### config.mk
export PLATFORM = sky130hd
export DESIGN_NAME = fifo_trig_flags
export DESIGN_NICKNAME = d
export VERILOG_FILES = /design/src/rtl/fifo_trig_pkg.sv /design/src/rtl/byte_fifo.sv /design/src/rtl/trig_flag.sv /design/src/rtl/fifo_trig_flags.sv
export SDC_FILE = /design/constraint.sdc
export NUM_CORES = 1
export LEC_CHECK = 0
export BUFFER_PORTS_ARGS = -buffer_cell sky130_fd_sc_hd__buf_2
export CORE_ASPECT_RATIO = 1.25
export CORE_MARGIN = 8
export CORE_UTILIZATION = 35
export DETAILED_ROUTE_END_ITERATION = 7
export GPL_ROUTABILITY_DRIVEN = 0
export PLACE_DENSITY = 0.61
export SLEW_MARGIN = 25
export SYNTH_ARGS = -nofsm -noshare
export SYNTH_HDL_FRONTEND = slang
export SYNTH_HIERARCHICAL = 1
export SYNTH_SLANG_ARGS = --single-unit
### constraint.sdc
create_clock -name clk -period 4.95 [get_ports clk]
set_input_delay 0.99 -clock clk [delete_from_list [all_inputs] [get_ports clk]]
set_output_delay 0.99 -clock clk [all_outputs]
set_load 0.01 [all_outputs]
### src/rtl/fifo_trig_pkg.sv
package fifo_trig_pkg;

    typedef enum logic [1:0] {
        FL_CLEAR = 2'd0,
        FL_PEND  = 2'd1,
        FL_ARMED = 2'd2
    } flag_state_e;

    localparam logic [2:0] A_TXDATA = 3'd0;
    localparam logic [2:0] A_RXDATA = 3'd1;
    localparam logic [2:0] A_STATUS = 3'd2;
    localparam logic [2:0] A_CTRL   = 3'd3;
    localparam logic [2:0] A_COUNT  = 3'd4;

    function automatic logic [7:0] tx_threshold(input logic [1:0] code);
        unique case (code)
            2'b00:   return 8'd8;
            2'b01:   return 8'd4;
            2'b10:   return 8'd2;
            default: return 8'd0;
        endcase
    endfunction

    function automatic logic [7:0] rx_threshold(input logic [1:0] code);
        unique case (code)
            2'b00:   return 8'd1;
            2'b01:   return 8'd4;
            2'b10:   return 8'd8;
            default: return 8'd14;
        endcase
    endfunction

endpackage

### src/rtl/byte_fifo.sv
module byte_fifo #(
    parameter int W     = 8,
    parameter int DEPTH = 16,
    localparam int PTR_W = $clog2(DEPTH),
    localparam int CNT_W = $clog2(DEPTH + 1)
) (
    input  logic             clk,
    input  logic             rst_n,
    input  logic             push_i,
    input  logic [W-1:0]     din_i,
    input  logic             pop_i,
    output logic [W-1:0]     dout_o,
    output logic [CNT_W-1:0] count_o,
    output logic             full_o,
    output logic             empty_o
);

    logic [W-1:0]     mem [DEPTH];
    logic [PTR_W-1:0] wptr, rptr;
    logic [CNT_W-1:0] count;
    logic             push_ok, pop_ok;

    assign full_o  = (count == CNT_W'(DEPTH));
    assign empty_o = (count == '0);
    assign push_ok = push_i && !full_o;
    assign pop_ok  = pop_i && !empty_o;
    assign dout_o  = mem[rptr];
    assign count_o = count;

    always_ff @(posedge clk) begin
        if (!rst_n) begin
            wptr  <= '0;
            rptr  <= '0;
            count <= '0;
        end else begin
            if (push_ok) wptr <= wptr + 1'b1;
            if (pop_ok)  rptr <= rptr + 1'b1;
            unique case ({push_ok, pop_ok})
                2'b10:   count <= count + 1'b1;
                2'b01:   count <= count - 1'b1;
                default: count <= count;
            endcase
        end
    end

    always_ff @(posedge clk) begin
        if (push_ok) mem[wptr] <= din_i;
    end

    AST_NO_OVERFLOW: assert property (@(posedge clk) disable iff (!rst_n)
        (full_o && push_i && !pop_i) |=> $stable(count_o));
    AST_EMPTY_POP_HOLD: assert property (@(posedge clk) disable iff (!rst_n)
        (empty_o && pop_i && !push_i) |=> (count_o == '0));
    AST_PUSHPOP_HOLD: assert property (@(posedge clk) disable iff (!rst_n)
        (push_i && pop_i && !full_o && !empty_o) |=> $stable(count_o));

endmodule

### src/rtl/trig_flag.sv
module trig_flag
    import fifo_trig_pkg::*;
(
    input  logic clk,
    input  logic rst_n,
    input  logic level_met_i,
    input  logic stat_read_i,
    input  logic clear_req_i,
    output logic flag_o
);

    flag_state_e state, state_nx;

    always_ff @(posedge clk) begin
        if (!rst_n) state <= FL_CLEAR;
        else        state <= state_nx;
    end

    always_comb begin
        state_nx = state;
        unique case (state)
            FL_CLEAR: if (level_met_i) state_nx = FL_PEND;
            FL_PEND:  if (stat_read_i) state_nx = FL_ARMED;
            FL_ARMED: if (clear_req_i) state_nx = FL_CLEAR;
            default:  state_nx = FL_CLEAR;
        endcase
    end

    assign flag_o = (state != FL_CLEAR);

    AST_FLAG_SETS: assert property (@(posedge clk) disable iff (!rst_n)
        (level_met_i && !clear_req_i) |=> flag_o);
    AST_CLEAR_NEEDS_READ: assert property (@(posedge clk) disable iff (!rst_n)
        (state == FL_PEND && clear_req_i) |=> flag_o);
    AST_CLEAR_ONE_LOW: assert property (@(posedge clk) disable iff (!rst_n)
        (state == FL_ARMED && clear_req_i) |=> !flag_o);

endmodule

### src/rtl/fifo_trig_flags.sv
module fifo_trig_flags
    import fifo_trig_pkg::*;
#(
    parameter int DATA_W = 8,
    parameter int DEPTH  = 16,
    parameter int ADDR_W = 3,
    parameter int RD_W   = 16,
    localparam int CNT_W = $clog2(DEPTH + 1),
    localparam int HALF  = RD_W / 2
) (
    input  logic              clk,
    input  logic              rst_n,
    input  logic [ADDR_W-1:0] host_addr,
    input  logic              host_wr,
    input  logic              host_rd,
    input  logic [DATA_W-1:0] host_wdata,
    output logic [RD_W-1:0]   host_rdata,
    output logic              tx_ready,
    output logic [DATA_W-1:0] tx_data,
    input  logic              tx_take,
    input  logic              rx_put,
    input  logic [DATA_W-1:0] rx_byte,
    output logic              rx_full
);

    logic [3:0]        ctrl_q;
    logic [DATA_W-1:0] last_rx_q;
    logic [DATA_W-1:0] rx_head;
    logic [CNT_W-1:0]  tx_cnt, rx_cnt;
    logic [HALF-1:0]   tx_cnt_x, rx_cnt_x;
    logic              tx_full, tx_empty, rx_empty;
    logic              tx_flag, rx_flag;
    logic              tx_push, rx_pop, stat_rd, stat_wr;

    assign tx_push = host_wr && (host_addr == ADDR_W'(A_TXDATA));
    assign rx_pop  = host_rd && (host_addr == ADDR_W'(A_RXDATA));
    assign stat_rd = host_rd && (host_addr == ADDR_W'(A_STATUS));
    assign stat_wr = host_wr && (host_addr == ADDR_W'(A_STATUS));
    assign tx_cnt_x = HALF'(tx_cnt);
    assign rx_cnt_x = HALF'(rx_cnt);

    byte_fifo #(.W(DATA_W), .DEPTH(DEPTH)) i_tx_fifo (
        .clk(clk), .rst_n(rst_n),
        .push_i(tx_push), .din_i(host_wdata),
        .pop_i(tx_take), .dout_o(tx_data),
        .count_o(tx_cnt), .full_o(tx_full), .empty_o(tx_empty)
    );

    byte_fifo #(.W(DATA_W), .DEPTH(DEPTH)) i_rx_fifo (
        .clk(clk), .rst_n(rst_n),
        .push_i(rx_put), .din_i(rx_byte),
        .pop_i(rx_pop), .dout_o(rx_head),
        .count_o(rx_cnt), .full_o(rx_full), .empty_o(rx_empty)
    );

    assign tx_ready = !tx_empty;

    trig_flag i_tx_flag (
        .clk(clk), .rst_n(rst_n),
        .level_met_i(8'(tx_cnt_x) <= tx_threshold(ctrl_q[1:0])),
        .stat_read_i(stat_rd),
        .clear_req_i(stat_wr && !host_wdata[0]),
        .flag_o(tx_flag)
    );

    trig_flag i_rx_flag (
        .clk(clk), .rst_n(rst_n),
        .level_met_i(8'(rx_cnt_x) >= rx_threshold(ctrl_q[3:2])),
        .stat_read_i(stat_rd),
        .clear_req_i(stat_wr && !host_wdata[1]),
        .flag_o(rx_flag)
    );

    always_ff @(posedge clk) begin
        if (!rst_n) begin
            ctrl_q    <= '0;
            last_rx_q <= '0;
        end else begin
            if (host_wr && (host_addr == ADDR_W'(A_CTRL))) ctrl_q <= host_wdata[3:0];
            if (rx_pop && !rx_empty) last_rx_q <= rx_head;
        end
    end

    always_comb begin
        host_rdata = '0;
        unique case (host_addr)
            ADDR_W'(A_RXDATA): host_rdata = RD_W'(rx_empty ? last_rx_q : rx_head);
            ADDR_W'(A_STATUS): host_rdata = RD_W'({rx_flag, tx_flag});
            ADDR_W'(A_CTRL):   host_rdata = RD_W'(ctrl_q);
            ADDR_W'(A_COUNT):  host_rdata = {tx_cnt_x, rx_cnt_x};
            default:           host_rdata = '0;
        endcase
    end

    AST_TX_DROP_FULL: assert property (@(posedge clk) disable iff (!rst_n)
        (tx_full && tx_push && !tx_take) |=> tx_full);
    AST_RX_EMPTY_LAST: assert property (@(posedge clk) disable iff (!rst_n)
        (rx_pop && rx_empty) |=> (host_addr != ADDR_W'(A_RXDATA) || rx_put || !rx_empty
                                  || host_rdata == RD_W'($past(host_rdata))));

endmodule

# After elaboration in Yosys (flattened, before gate mapping)

Memories as Yosys holds them, arrays and structs flattened. A register that Yosys moved wholly into a read port is not among the register bits.
Index checks and enable logic that the tools add are counted.

Bits of input ports: 25
Memories: 2
Output and inout bits: 26
Bits in writable memories: 256
Register bits after elaboration: 42

Memories:

| memory        | depth | width | read ports | clocked after Yosys merged registers in | wr ports | RTL line        | source |
|---|---|---|---|---|---|---|---|
| i_rx_fifo.mem | 16    | 8     | 1          | 1                                       | 1        | byte_fifo.sv:18 | `logic [W-1:0] mem [DEPTH];` |
| i_tx_fifo.mem | 16    | 8     | 1          | 1                                       | 1        | byte_fifo.sv:18 |  |

Add/sub/neg operators: 8
Reduce and logical (&&, ||, !) cells: 30
Equal/unequal tests: 24
Order comparisons: 2
Muxes and demuxes: 21

Operator list:

| operator            | count |
|---|---|
| $pmux 13 s4         | 1 |
| $pmux 4 s3          | 2 |
| $pmux 5 s2          | 2 |
| $add 4x1->4 const B | 4 |
| $mux 4              | 4 |
| $eq 2x1->1 const B  | 6 |
| $eq 2x2->1 const B  | 6 |
| $ne 2x1->1 const B  | 6 |
| $pmux 2 s3          | 2 |
| $logic_and 1x1->1   | 11 |
| $add 5x1->5 const B | 2 |
| $eq 5x5->1 const B  | 2 |
| $logic_not 5->1     | 2 |
| $mux 2              | 5 |
| $sub 5x1->5 const B | 2 |
| $ge 5x8->1          | 1 |
| $le 5x8->1          | 1 |
| $logic_not 2->1     | 4 |
| $mux 8              | 1 |
| $reduce_bool 2->1   | 4 |
| $eq 3x2->1 const B  | 2 |
| $logic_not 1->1     | 6 |
| $reduce_and 3->1    | 2 |
| $mux 1              | 4 |
| 3 further kinds     | 3 |

# Depth between registers and ports, before layout

Gate-level depths: netlist of the first run.

Word-level depth: 5
Depth in mapped cells: 15

# By module

Netlist of the first run, hierarchy kept.

Modules (own cells, without submodules):

| module          | seq. area each (um^2) | cells an instance | instances | area an instance (um^2) |
|---|---|---|---|---|
| byte_fifo       | 4,184.0               | 331               | 2         | 5,931.9 |
| fifo_trig_flags | 240.2                 | 134               | 1         | 1,023.5 |
| trig_flag       | 40.0                  | 10                | 2         | 93.8 |

# Worst setup path after synthesis of the first run

No wires, ideal clock.

Path type: input to register
Start: input host_addr[1]
End: register i_rx_fifo.count[4] (netlist: i_rx_fifo/count_o[4])
Data arrival time: 3.171 ns
Setup time: 0.131 ns
Path buffers: 2
Cell stages on the path: 13
Slack: 1.648 ns
Cell sequence: or3b_1 > buf_2 > nor2_1 > o21ai_4 > inv_1 > ha_1 > clkbuf_1 > xor2_1 > ha_1 > nand2_1 > o21ai_0 > or3_1 > nand4_1

Longest elaborated chain between the ends: 5

RTL lines:

| element                                                | RTL line              | source |
|---|---|---|
| from (decl)                                            | fifo_trig_flags.sv:13 | `input logic [ADDR_W-1:0] host_addr,` |
| $eq 3x1->1 (*)                                         | fifo_trig_flags.sv:36 | `assign rx_pop = host_rd && (host_addr == ADDR_W'(A_RXDATA));` |
| $logic_and 1x1->1 (*)                                  | fifo_trig_flags.sv:36 |  |
| named net rx_pop                                       | fifo_trig_flags.sv:33 | `logic tx_push, rx_pop, stat_rd, stat_wr;` |
| $logic_and 1x1->1 (*)                                  | byte_fifo.sv:26       | `assign pop_ok = pop_i && !empty_o;` |
| named net i_rx_fifo.pop_ok                             | byte_fifo.sv:21       | `logic push_ok, pop_ok;` |
| $eq 2x1->1 / $eq 2x2->1 (equally long branches)        | byte_fifo.sv:38       | `unique case ({push_ok, pop_ok})` |
| $pmux 5 s2 / $reduce_bool 2->1 (equally long branches) | -                     |  |
| to (signal assigned)                                   | byte_fifo.sv:39       | `2'b10: count <= count + 1'b1;` |
| to (signal assigned)                                   | byte_fifo.sv:40       | `2'b01: count <= count - 1'b1;` |
| to (signal assigned)                                   | byte_fifo.sv:41       | `default: count <= count;` |
| to (decl)                                              | byte_fifo.sv:20       | `logic [CNT_W-1:0] count;` |

The timed path passes the listed nets; every way through them passes the cells marked *.
A chain may end at the register's enable or synchronous reset.

==> results of run 1 <==
[report_power, final]
part           total [mW]  internal [mW]  switching, mW
combinational       0.745          0.343          0.402
clock                2.21           1.29          0.925
sequential           2.94           2.84         0.0921
[stage by stage]
step	hold WS [ns]	power [mW]
final	0.458	5.89
after floorplan	0.434	3.55
after detailed placement	0.447	3.75
after CTS	0.460	5.97
after global placement	0.442	3.74
after global routing	0.479	6.14
[worst max-delay path, cell delays in order, from the launching register on]
cell     delay (ns)
dfxtp_2        0.52
buf_4          0.30
mux4_2         0.53
a22oi_1        0.31
nand2_1        0.13
mux2i_1        0.26
o22ai_1        0.12
o21a_1         0.17
buf_2          0.13
[cells in the final DEF, fill, tap and decap left out, types with 11 or more instances in the layout]
cell type and instances:
a22oi_1 32, and2_1 21, buf_2 47, buf_4 16, clkbuf_16 33, dfxtp_1 48, edfxtp_1 256, ha_1 23
inv_1 18, mux2i_1 30, mux4_2 64, nand2_1 56, nand2b_1 15, nand3_1 11, nor2_1 44, nor2b_1 24
o21a_1 12
[final cells by class]
class	count	area [sq um]
Tap cell	486	608
Multi-Input combinational cell	439	4000
Inverter	18	67.6
Clock inverter	11	60.1
Sequential cell	306	8690
Timing Repair Buffer	63	355
Clock buffer	42	920
Antenna cell	1	2.50
Fill cell	3391	22400
[path summary, 6_finish.rpt]
path / endpoint / depth (start not counted) / start / slack, ns
worst max-delay path: host_rdata[1] / 8 / flip-flop / 0.93
worst min-delay path: last_rx_q[0]$_SDFFE_PN0P_ / 2 / last_rx_q[0]$_SDFFE_PN0P_ / 0.46
worst max register to register: i_rx_fifo/count_o[4]$_SDFFE_PN0P_ / 10 / i_rx_fifo/count_o[2]$_SDFFE_PN0P_ / 2.02
worst min register to register: last_rx_q[0]$_SDFFE_PN0P_ / 2 / last_rx_q[0]$_SDFFE_PN0P_ / 0.46
[sequential cells by signal, summed over array words and instances (netlist names), named ones only]
signal and flops:
i_rx_fifo/count_o 5, i_tx_flag/state 2, i_tx_fifo/rptr 4, i_rx_fifo/wptr 4, i_tx_fifo/wptr 4, i_rx_fifo/mem 128, i_rx_fifo/rptr 4, i_rx_flag/state 2
ctrl_q 4, i_tx_fifo/count_o 5, i_tx_fifo/mem 128, last_rx_q 8
[routing by layer]
metal	global-route usage, %	share of wire, %	wire length [um]
met5	0	0.037	10
met4	3.69	2.4	667
met1	14.5	40	10900
met3	2.43	4.4	1190
met2	22.7	53	14500
==> impl_metrics.csv, run 1 <==
group,metric,value,unit
pwr,p_leak,4.99,nW
drt,vias_per_cell,5.11,
cells_and_area,post-route-util,39.7,%
pwr,max-vdd-ir-drop,0.000260,V
timing,rsz0062_at_grt,"no",
drt,drt_wl_total,27.3,mm
drt,num_vias,6979,
clock_network,clk_path_buf_depth,3,
worst_setup_path,cp-start-kind,"flip-flop",
worst_setup_path,crit_arrival,3.03,ns
timing,finalHoldViolations,0,
timing,skew,0.0131,ns
clock_network,cts_root_buf,"clkbuf_16",
clock_network,worstSkewPairLatency,0.55,ns
global_route,grt_start_max_net_pins,47,
timing,setup-violations-final,0,
clock_network,cts_resized,0,
global_route,overflow,0,
cells_and_area,drive_gt1_share,21.7,%
clock_network,h-tree-depth,1,
timing,worst_pin_slew,0.905,ns
floorplanning,fp-row-count,79,
cells_and_area,final_area,14700,sq um
global_route,track_usage,12.4,%
placement,dp_slack,1.24,ns
timing,period_minus_slack,4.02,ns
floorplanning,die_area,43800,sq um
timing,timing.final.crit_share,81.2,%
yosys,syn_area,13100,sq um
floorplanning,core,37100,sq um
worst_setup_path,worstSetupPathType,"reg -> out",
drt,initialDrtViolationCount,449,
clock_network,clkSinkCount,306,
global_route,grt_pass1_wl,42.2,mm
worst_setup_path,crit_fanout,9,
placement,portBuffers,47,
clock_network,clk_pin_slew,0.06,ns
clock_network,holdBufCountCts,0,
floorplanning,dieHeight,232,um
floorplanning,boundaryPins,51,
placement,placedInstanceArea,13700,sq um
yosys,yosys_warnings,6,
global_route,antenna_found_initial,3,
yosys,syn_avg_cell_area,16.0,sq um
pwr,powerDensity,401,nW/um^2
clock_network,cts_setup_buffers,0,
timing,max_slew_margin,39.4,%
drt,drc,0,
placement,dp.cells,1312,
clock_network,cts_made_buffers,30,
job,drv_cap,0,
placement,place_hpwl,18.4,mm
cells_and_area,area_delta_synth_final,12.5,%
drt,avgRoutedWirePerCell,20.0,um
cells_and_area,nNetsFinal,906,
yosys,netlist_instances,815,
timing,timing.fmax,249,MHz
drt,drt-pass1-iter-count,4,
floorplanning,initial_core_util,35.3,%
floorplanning,die_x,189,um
timing,fin_ws,0.930,ns
worst_setup_path,end_kind,"primary output",
worst_hold_path,hold_class,"reg -> reg",
cells_and_area,fin_cells,1366,
clock_network,cts_tree,"yes",
drt,antenna_left,0,
worst_setup_path,required,3.96,ns
timing,tns,0,ns
global_route,grt_pass1_vias,7160,
outcome,status,"finished clean",
timing,slew_violations,0,
No activity file was read; power rests on OpenSTA's default activity.
==> run 2, diff against run 1 <==
==> constraint.sdc (replaced) <==
create_clock -name clk -period 3.9 [get_ports clk]
set_input_delay 0.78 -clock clk [delete_from_list [all_inputs] [get_ports clk]]
set_output_delay 0.78 -clock clk [all_outputs]
set_load 0.01 [all_outputs]
==> run 2 against run 1 <==
Against the previous run: first-iteration DRC count grew 17%; clock-buffer cell count shrank 3; flip-flop and latch count is the same; non-clock buffer count grew 17; worst hold slack lost 0.00063 ns; clock skew shrank 0.0055 ns; die area is the same; critical path type unchanged; sequential power grew 26%; via count shrank 0.11%.
==> impl_metrics.csv, run 2 (synthesized netlist as in run 1, its figures left out) <==
group,metric,value,unit
outcome,status,"finished clean",
worst_setup_path,timing.rr.start,"i_rx_fifo/count_o[1]$_SDFFE_PN0P_",
cells_and_area,final_cell_mix,"edfxtp_1 (256), mux4_2 (64), nand2_1 (56), dfxtp_1 (48), buf_2 (47)",
pwr,max-vdd-ir-drop,0.000380,V
timing,tns,0,ns
timing,setup-violations-final,0,
drt,initialDrtViolationCount,527,
floorplanning,dieHeight,232,um
placement,portBuffers,47,
worst_setup_path,end_kind,"primary output",
floorplanning,boundaryPins,51,
pwr,switchingPower,1.81,mW
timing,slew_violations,0,
worst_setup_path,cp-start-kind,"flip-flop",
worst_setup_path,crit_arrival,2.83,ns
floorplanning,die_area,43800,sq um
timing,worst_pin_slew,0.922,ns
clock_network,cts_root_buf,"clkbuf_16",
floorplanning,die_x,189,um
pwr,powerDensity,499,nW/um^2
clock_network,clk_path_buf_depth,3,
timing,rsz0062_at_grt,"no",
drt,antenna_left,0,
global_route,grt_pass1_vias,7158,
timing,max_slew_margin,38.6,%
global_route,overflow,0,
global_route,antenna_found_initial,1,
worst_setup_path,reg2reg_depth,11,
timing,fin_ws,0.291,ns
drt,num_vias,6971,
global_route,grt_start_max_net_pins,58,
drt,vias_per_cell,5.04,
job,drv_cap,0,
pwr,seq_power_share,50.2,%
timing,timing.final.crit_share,92.5,%
placement,place_hpwl,18.2,mm
timing,finalHoldViolations,0,
worst_setup_path,reg2reg_to,"i_rx_fifo/count_o[4]$_SDFFE_PN0P_",
timing,period_minus_slack,3.61,ns
worst_setup_path,slowest_delay,0.55,ns
cells_and_area,area_delta_synth_final,13.0,%
timing,skew,0.00757,ns
cells_and_area,final_area,14800,sq um
worst_setup_path,crit_fanout,10,
worst_setup_path,regToRegSetupSlack,0.94,ns
floorplanning,fp-row-count,79,
clock_network,h-tree-depth,1,
clock_network,cts_setup_buffers,0,
worst_setup_path,worstSetupPathType,"reg -> out",
pwr,p_total,7.38,mW
clock_network,worstSkewPairLatency,0.55,ns
cells_and_area,final_common_cell,"edfxtp_1",
cells_and_area,drive_gt1_share,22.7,%
placement,dp_slack,0.400,ns
pwr,p_leak,5.04,nW
floorplanning,initial_core_util,35.3,%
worst_setup_path,cp-endpoint,"host_rdata[1]",
pwr,p_sw_share,24.5,%
global_route,track_usage,12.3,%
clock_network,clkSinkCount,306,
clock_network,clk_pin_slew,0.06,ns
cells_and_area,nNetsFinal,923,
pwr,p_comb_share,13.3,%
pwr,p_int,5.57,mW
pwr,clkPwrFrac,36.5,%
drt,avgRoutedWirePerCell,19.8,um
clock_network,cts_tree,"yes",
worst_setup_path,required,3.12,ns
drt,drt-pass1-iter-count,6,
global_route,grt_pass1_wl,42.0,mm
drt,drc,0,
timing,timing.fmax,277,MHz
worst_setup_path,cpMaxStageDelayCell,"mux4_2",
worst_hold_path,hold_class,"reg -> reg",
drt,drt_wl_total,27.4,mm
worst_setup_path,crit_chain,"buf_4, mux4_2, a22oi_1, nand2_1, mux2i_1, o22ai_1, o21a_1, buf_2",
floorplanning,core,37100,sq um
cells_and_area,insertedDiodeCount,0,
cells_and_area,reg.largest.list,"i_rx_fifo/mem (128), i_tx_fifo/mem (128), last_rx_q (8)",
clock_network,cts_made_buffers,30,
placement,placedInstanceArea,13900,sq um
run 2: cell type report:
cell class / count / area [sq um]
Fill cell: 3359 / 22300
Sequential cell: 306 / 8690
Multi-Input combinational cell: 439 / 4000
Clock buffer: 39 / 806
Tap cell: 486 / 608
Timing Repair Buffer: 80 / 495
Clock inverter: 16 / 105
Inverter: 18 / 67.6
run 2: worst min-delay path by stage:
stage / startpoint / endpoint / slack (ns) / depth (start not counted)
final: last_rx_q[7]$_SDFFE_PN0P_ / last_rx_q[7]$_SDFFE_PN0P_ / 0.46 / 2
after global routing: last_rx_q[0]$_SDFFE_PN0P_ / last_rx_q[0]$_SDFFE_PN0P_ / 0.47 / 2
after CTS: last_rx_q[2]$_SDFFE_PN0P_ / last_rx_q[2]$_SDFFE_PN0P_ / 0.46 / 2
after detailed placement: last_rx_q[2]$_SDFFE_PN0P_ / last_rx_q[2]$_SDFFE_PN0P_ / 0.45 / 2
after global placement: last_rx_q[6]$_SDFFE_PN0P_ / last_rx_q[6]$_SDFFE_PN0P_ / 0.44 / 2
after floorplan: last_rx_q[0]$_SDFFE_PN0P_ / last_rx_q[0]$_SDFFE_PN0P_ / 0.43 / 2
run 2: stage by stage:
stage	instances	utilization, %	hold slack [ns]
final	1384	39.9	0.458
after global routing	1384	39.9	0.474
after CTS	1384	39.9	0.461
after detailed placement	1329	37.4	0.452
after global placement	1329	37.4	0.442
after floorplan	817	-	0.434
run 2: power by group through the flow:
| stage | Clock (mW) | Sequential (mW) | Combinational (mW) |
|---|---|---|---|
| after detailed placement | 0 | 3.78 | 0.993 |
| after global placement | 0 | 3.78 | 0.973 |
| after global routing | 2.88 | 3.72 | 1.08 |
| after CTS | 2.75 | 3.71 | 0.998 |
| final | 2.69 | 3.71 | 0.979 |
| after floorplan | 0 | 3.72 | 0.790 |
run 2: layer usage:
metal | routed length, um | part of all wire [%] | global-route usage, % | vias to the layer above
li1 | - | - | - | 3271
met1 | 11300 | 41 | 14.7 | 3508
met2 | 14300 | 52 | 22.4 | 146
met3 | 1160 | 4.2 | 2.07 | 46
met4 | 680 | 2.5 | 3.72 | 0
met5 | 0 | 0 | 0 | -
run 2: critical path: cells and delay by family (launching register included):
kind                   cells  cell delay [ns]
muxes                      2             0.81
and+or+nand+nor            1             0.13
DFF                        1             0.46
AOI/OAI and AO/OA          3             0.49
buffers and inverters      2             0.38
run 2: what timing repair did:
item / CTS / global route
hold endpoints to repair: 0 / 0
setup endpoints to repair: 0 / 1
hold buffers: 0 / 0
resized for setup: 0 / 1
